[src/rtl/rom_cmd_pkg.sv]
package rom_cmd_pkg;

  typedef enum logic [2:0] {
    ST_IDLE,
    ST_CMD,
    ST_READ,
    ST_MATCH,
    ST_SRCH_T,
    ST_SRCH_C,
    ST_SRCH_W,
    ST_SEL
  } rom_state_e;

  localparam int          CMD_W     = 8;
  localparam int          CRC_W     = 8;
  localparam int          FAM_W     = 8;
  localparam logic [7:0]  CMD_READ  = 8'h33;
  localparam logic [7:0]  CMD_MATCH = 8'h55;
  localparam logic [7:0]  CMD_SRCH  = 8'hF0;
  localparam logic [7:0]  CMD_SKIP  = 8'hCC;
  localparam logic [7:0]  CMD_RESUM = 8'hA5;
  localparam logic [7:0]  CRC_POLY  = 8'h8C;  // reflected x^8+x^5+x^4+1

  function automatic logic [CRC_W-1:0] crc_step(input logic [CRC_W-1:0] c, input logic b);
    logic fb;
    logic [CRC_W-1:0] n;
    fb = c[0] ^ b;
    n  = c >> 1;
    if (fb) n = n ^ CRC_POLY;
    return n;
  endfunction

endpackage

[src/rtl/rom_id_crc.sv]
module rom_id_crc
  import rom_cmd_pkg::*;
#(
  parameter int         SERIAL_W    = 48,
  parameter logic [7:0] FAMILY_CODE = 8'h2D,
  localparam int        BODY_W      = FAM_W + SERIAL_W,
  localparam int        ID_W        = BODY_W + CRC_W
) (
  input  logic [SERIAL_W-1:0] serial_i,
  output logic [ID_W-1:0]     id_o
);

  logic [BODY_W-1:0] body;
  logic [CRC_W-1:0]  crc;

  assign body = {serial_i, FAMILY_CODE};

  always_comb begin
    crc = '0;
    for (int i = 0; i < BODY_W; i++) crc = crc_step(crc, body[i]);
  end

  assign id_o = {crc, body};

endmodule

[src/rtl/rom_slot_cnt.sv]
module rom_slot_cnt #(
  parameter int CNT_W = 6,
  parameter int CMD_W = 8
) (
  input  logic             clk_i,
  input  logic             rst_ni,
  input  logic             clr_i,
  input  logic             inc_i,
  input  logic             shift_i,
  input  logic             rx_bit_i,
  output logic [CNT_W-1:0] cnt_o,
  output logic [CMD_W-1:0] cmd_nxt_o
);

  logic [CNT_W-1:0] cnt_q;
  logic [CMD_W-1:0] cmd_q;

  assign cmd_nxt_o = {rx_bit_i, cmd_q[CMD_W-1:1]};  // LSB first
  assign cnt_o     = cnt_q;

  always_ff @(posedge clk_i or negedge rst_ni) begin
    if (!rst_ni) begin
      cnt_q <= '0;
      cmd_q <= '0;
    end else begin
      if (clr_i)      cnt_q <= '0;
      else if (inc_i) cnt_q <= cnt_q + 1'b1;
      if (shift_i)    cmd_q <= cmd_nxt_o;
    end
  end

endmodule

[src/rtl/rom_cmd_fsm.sv]
module rom_cmd_fsm
  import rom_cmd_pkg::*;
#(
  parameter int  ID_W  = 64,
  localparam int CNT_W = $clog2(ID_W)
) (
  input  logic             clk_i,
  input  logic             rst_ni,
  input  logic             bus_reset_i,
  input  logic             slot_i,
  input  logic             rx_bit_i,
  input  logic [ID_W-1:0]  id_i,
  input  logic [CNT_W-1:0] cnt_i,
  input  logic [CMD_W-1:0] cmd_nxt_i,
  output logic             cnt_clr_o,
  output logic             cnt_inc_o,
  output logic             cmd_shift_o,
  output logic             tx_active_o,
  output logic             tx_bit_o,
  output logic             mem_sel_o,
  output logic             resume_o
);

  rom_state_e state_q, state_d;
  logic       flag_q, flag_d;
  logic       id_bit, last_bit, last_cmd;

  assign id_bit   = id_i[cnt_i];
  assign last_bit = (cnt_i == CNT_W'(ID_W - 1));
  assign last_cmd = (cnt_i == CNT_W'(CMD_W - 1));

  always_comb begin
    state_d     = state_q;
    flag_d      = flag_q;
    cnt_clr_o   = 1'b0;
    cnt_inc_o   = 1'b0;
    cmd_shift_o = 1'b0;
    if (bus_reset_i) begin
      state_d   = ST_CMD;
      cnt_clr_o = 1'b1;
    end else if (slot_i) begin
      unique case (state_q)
        ST_CMD: begin
          cmd_shift_o = 1'b1;
          if (last_cmd) begin
            cnt_clr_o = 1'b1;
            unique case (cmd_nxt_i)
              CMD_READ:  begin state_d = ST_READ; flag_d = 1'b0; end
              CMD_MATCH: state_d = ST_MATCH;
              CMD_SRCH:  state_d = ST_SRCH_T;
              CMD_SKIP:  begin state_d = ST_SEL; flag_d = 1'b0; end
              CMD_RESUM: state_d = flag_q ? ST_SEL : ST_IDLE;
              default:   state_d = ST_IDLE;
            endcase
          end else begin
            cnt_inc_o = 1'b1;
          end
        end
        ST_READ: begin
          if (last_bit) state_d = ST_SEL;
          else          cnt_inc_o = 1'b1;
        end
        ST_MATCH: begin
          if (rx_bit_i != id_bit) begin
            state_d = ST_IDLE;
            flag_d  = 1'b0;
          end else if (last_bit) begin
            state_d = ST_SEL;
            flag_d  = 1'b1;
          end else begin
            cnt_inc_o = 1'b1;
          end
        end
        ST_SRCH_T: state_d = ST_SRCH_C;
        ST_SRCH_C: state_d = ST_SRCH_W;
        ST_SRCH_W: begin
          if (rx_bit_i != id_bit) begin
            state_d = ST_IDLE;
            flag_d  = 1'b0;
          end else if (last_bit) begin
            state_d = ST_SEL;
            flag_d  = 1'b1;
          end else begin
            state_d   = ST_SRCH_T;
            cnt_inc_o = 1'b1;
          end
        end
        default: ;  // idle or selected: slots belong to nobody / memory layer
      endcase
    end
  end

  always_ff @(posedge clk_i or negedge rst_ni) begin
    if (!rst_ni) begin
      state_q <= ST_IDLE;
      flag_q  <= 1'b0;
    end else begin
      state_q <= state_d;
      flag_q  <= flag_d;
    end
  end

  always_comb begin
    tx_active_o = 1'b0;
    tx_bit_o    = 1'b1;
    unique case (state_q)
      ST_READ, ST_SRCH_T: begin tx_active_o = 1'b1; tx_bit_o = id_bit;  end
      ST_SRCH_C:          begin tx_active_o = 1'b1; tx_bit_o = ~id_bit; end
      default: ;
    endcase
  end

  assign mem_sel_o = (state_q == ST_SEL);
  assign resume_o  = flag_q;

endmodule

[src/rtl/rom_cmd_layer.sv]
module rom_cmd_layer
  import rom_cmd_pkg::*;
#(
  parameter int         SERIAL_W    = 48,
  parameter logic [7:0] FAMILY_CODE = 8'h2D,
  localparam int        ID_W        = FAM_W + SERIAL_W + CRC_W,
  localparam int        CNT_W       = $clog2(ID_W)
) (
  input  logic                clk_i,
  input  logic                rst_ni,
  input  logic [SERIAL_W-1:0] serial_i,
  input  logic                bus_reset_i,
  input  logic                slot_i,
  input  logic                rx_bit_i,
  output logic                tx_active_o,
  output logic                tx_bit_o,
  output logic                mem_sel_o,
  output logic                resume_o
);

  logic [ID_W-1:0]  id;
  logic [CNT_W-1:0] cnt;
  logic [CMD_W-1:0] cmd_nxt;
  logic             cnt_clr, cnt_inc, cmd_shift;

  rom_id_crc #(
    .SERIAL_W    (SERIAL_W),
    .FAMILY_CODE (FAMILY_CODE)
  ) u_id (
    .serial_i (serial_i),
    .id_o     (id)
  );

  rom_slot_cnt #(
    .CNT_W (CNT_W),
    .CMD_W (CMD_W)
  ) u_cnt (
    .clk_i     (clk_i),
    .rst_ni    (rst_ni),
    .clr_i     (cnt_clr),
    .inc_i     (cnt_inc),
    .shift_i   (cmd_shift),
    .rx_bit_i  (rx_bit_i),
    .cnt_o     (cnt),
    .cmd_nxt_o (cmd_nxt)
  );

  rom_cmd_fsm #(
    .ID_W (ID_W)
  ) u_fsm (
    .clk_i       (clk_i),
    .rst_ni      (rst_ni),
    .bus_reset_i (bus_reset_i),
    .slot_i      (slot_i),
    .rx_bit_i    (rx_bit_i),
    .id_i        (id),
    .cnt_i       (cnt),
    .cmd_nxt_i   (cmd_nxt),
    .cnt_clr_o   (cnt_clr),
    .cnt_inc_o   (cnt_inc),
    .cmd_shift_o (cmd_shift),
    .tx_active_o (tx_active_o),
    .tx_bit_o    (tx_bit_o),
    .mem_sel_o   (mem_sel_o),
    .resume_o    (resume_o)
  );

endmodule

[config.mk]
export PLATFORM = sky130hd
export DESIGN_NAME = rom_cmd_layer
export DESIGN_NICKNAME = d
export VERILOG_FILES = /design/src/rtl/rom_cmd_pkg.sv /design/src/rtl/rom_id_crc.sv /design/src/rtl/rom_slot_cnt.sv /design/src/rtl/rom_cmd_fsm.sv /design/src/rtl/rom_cmd_layer.sv
export SDC_FILE = /design/constraint.sdc
export NUM_CORES = 1
export LEC_CHECK = 0
export CAP_MARGIN = 20
export CELL_PAD_IN_SITES_DETAIL_PLACEMENT = 1
export CELL_PAD_IN_SITES_GLOBAL_PLACEMENT = 2
export CORE_AREA = 2 2 85 120
export DETAILED_ROUTE_END_ITERATION = 7
export DIE_AREA = 0 0 87 122
export PLACE_DENSITY = 0.89
export SLEW_MARGIN = 20
export SYNTH_ARGS = -nofsm -noshare
export SYNTH_HDL_FRONTEND = slang
export SYNTH_HIERARCHICAL = 1
export SYNTH_SLANG_ARGS = --single-unit
[constraint.sdc]
create_clock -name clk_i -period 11.1 [get_ports clk_i]
set_clock_uncertainty 0.1 [all_clocks]
set_input_delay 1.11 -clock clk_i [delete_from_list [all_inputs] [get_ports clk_i]]
set_output_delay 1.11 -clock clk_i [all_outputs]
set_load 0.05 [all_outputs]
==> impl_metrics.env <==
export IMPL_htreeDepth=1
export IMPL_hold_ws_ps=463
export IMPL_die_h_microns=122
export IMPL_worstPathArrival_ps=6690
export IMPL_relSlewSlack_pct=46.0
export IMPL_grt_max_degree=22
export IMPL_crit_type="in2out"
export IMPL_fp_row_count=43
export IMPL_cp_end_kind="output pin"
export IMPL_cts_hold_buffers=0
export IMPL_core_area_sq_mm=0.00963
export IMPL_grt_usage_pct=17.3
export IMPL_maxCapViolCount=0
export IMPL_hpwl_microns=7450
export IMPL_routed_wl_microns=8790
export IMPL_drt_pass1_iter_count=4
export IMPL_rsz0062_at_grt="false"
export IMPL_hold_class="reg2reg"
export IMPL_setup_viol=0
export IMPL_synth_largest_area_cell="xnor2_1"
export IMPL_antenna_found_initial=0
export IMPL_synth_warnings=6
export IMPL_io_buffers=56
export IMPL_first_iter_violations=59
export IMPL_min_period_ps=7900
export IMPL_postCtsResizedCells=0
export IMPL_io_pins=57
export IMPL_synth_flop_cell="dfrtp_1"
export IMPL_max_freq_mhz=127
export IMPL_syn_inst=351
export IMPL_power_density_mw_per_mm2=349
export IMPL_clock_sinks=17
export IMPL_clockBufferDepth=2
export IMPL_vias=2468
export IMPL_worstMarginPinSlew_ps=807
export IMPL_layout_drive_gt1_share_pct=13.1
export IMPL_grt_pass1_wl_microns=14100
export IMPL_clk_latency_ps=250
export IMPL_gr_total_overflow=0
export IMPL_ys_seq_area_share_pct=11.7
export IMPL_finalHoldViolations=0
export IMPL_drc=0
export IMPL_fill_cells=1069
export IMPL_syn_to_final_growth_pct=9.03
export IMPL_status="completed"
export IMPL_synth_edf_count=0
export IMPL_utilization_pct=41.3
export IMPL_gp_congestion=0.849
export IMPL_setup_tns_ps=0
export IMPL_p_leak_nw=1.59
export IMPL_nets=406
export IMPL_ys_top_cells_by_count="xnor2_1, buf_4, xor2_1, nor2_1, nand2_1"
export IMPL_die_w_microns=87
export IMPL_ir_drop_uv=236
export IMPL_slew_viol_final=0
export IMPL_post_cts_buffers=0
export IMPL_diodes=0
export IMPL_vias_per_cell=5.33
export IMPL_cp_max_fo=5
export IMPL_cts_made_buffers=3
export IMPL_yosysTopAreaCellShare_pct=16.3
export IMPL_ys_types=58
export IMPL_cts_tree="yes"
export IMPL_start_util_pct=37.9
export IMPL_final_antenna_net_count=0
export IMPL_avgRoutedWirePerCell_microns=19.0
export IMPL_critical_path_required_ps=9890
export IMPL_cp_start_kind="input pin"
export IMPL_fin_crit_sh_pct=71.2
export IMPL_ctsRootBufferMaster="clkbuf_16"
export IMPL_grt_pass1_vias=2765
export IMPL_synthesis_area_sq_mm=0.00365
export IMPL_syn_area_per_cell_sq_um=10.4
export IMPL_synth_most_common_cell="xnor2_1"
export IMPL_clk_pin_slew_ps=50
export IMPL_async_flop_share_pct=100
export IMPL_ys_ff_latch=17
export IMPL_die_area_sq_mm=0.0106
export IMPL_netlist_top_cells_area="xnor2_1, buf_4, dfrtp_1, xnor3_1, mux4_2"
-- layer usage --
metal	up-vias	wire length, microns	global-route usage [%]
met4	0	93	3.71
met3	8	136	0.881
met5	-	0	0
met1	1247	3420	18.6
met2	37	5140	35.5
li1	1176	-	-
-- registers in the layout (all words and copies together), names as in the netlist --
register,count
u_cnt/cnt_o,6
u_cnt/cmd_q,7
u_fsm/state_q,3
u_fsm/resume_o,1
-- per-stage QoR --
step	area, sq um	worst slack, ps	std cells	total power, mW
finish	3980	3200	463	1.39
global placement	3870	3390	458	1.26
global route	3980	3010	463	1.48
floorplan	3670	4370	357	1.14
detailed placement	3870	3220	458	1.32
CTS	3950	3200	462	1.40
-- critical path: stages --
cell and delay, ps:
clkdlybuf4s50_1 530, xor2_1 280, xnor3_1 420, xor3_2 560, xnor3_2 480, xnor2_2 270, xnor3_1 480, xnor3_1 200
mux4_1 470, mux2i_1 160, mux2i_1 110, a211oi_2 330, nor2_1 120, xnor2_1 130, a31oi_1 200, clkdlybuf4s50_1 830
-- cell usage in the layout (no fill, tap or decap), drive strengths merged, types with 3 or more instances in the layout --
master and n:
xnor2 79, clkdlybuf4s50 56, xor2 22, nor2 20, nand2 19, xnor3 19
dfrtp 17, mux4 16, mux2i 9, conb 8, mux2 7, nor3 6
o21ai 6, a21oi 5, nand3 5, inv 4, nand4 4, xor3 4
clkbuf 3, nor2b 3, o211ai 3, o22ai 3, or4 3
-- path summary, 6_finish.rpt --
kind / slack [ps] / end / depth (start not counted) / from
worst max-delay path: 3200 / tx_bit_o / 16 / serial_i[2]
worst min-delay path: 460 / u_cnt/cmd_q[1] / 1 / u_cnt/cmd_q[1]
worst max register to register: 7750 / u_cnt/cnt_o[5] / 11 / u_cnt/cnt_o[0]
worst min register to register: 460 / u_cnt/cmd_q[1] / 1 / u_cnt/cmd_q[1]
max in group asynchronous: 9160 / u_cnt/cmd_q[2] / 1 / rst_ni
min in group asynchronous: 1230 / u_fsm/state_q[2] / 1 / rst_ni
-- cell type report --
class	instances	area, sq um	share of cell area (%)
timing repair buffer	58	596	15.0
sequential	17	425	10.7
tap	112	140	3.53
clock inverter	1	5.00	0.126
clock buffer	3	75.1	1.89
multi-input combinational	268	2720	68.4
inverter	4	15.0	0.378
-- cell families after synthesis --
group | after synthesis | share of synthesized area [%]
other | 2 | 0.206
AOI/OAI and AO/OA | 34 | 6.93
and+or+nand+nor | 69 | 9.68
xor gates and xnor gates | 124 | 41.6
muxes | 32 | 15.2
adders and majority gates | 1 | 0.343
buffers and inverters | 72 | 14.4
DFF | 17 | 11.7
-- where the power goes --
| group | switching [mW] | leakage, nW | total [mW] | internal, mW |
|---|---|---|---|---|
| Clock | 0.0238 | 0.0409 | 0.0720 | 0.0482 |
| Sequential | 0.0117 | 0.218 | 0.0838 | 0.0722 |
| Combinational | 0.486 | 1.33 | 1.23 | 0.746 |
Note: power is estimated with default switching activity, not from simulation.
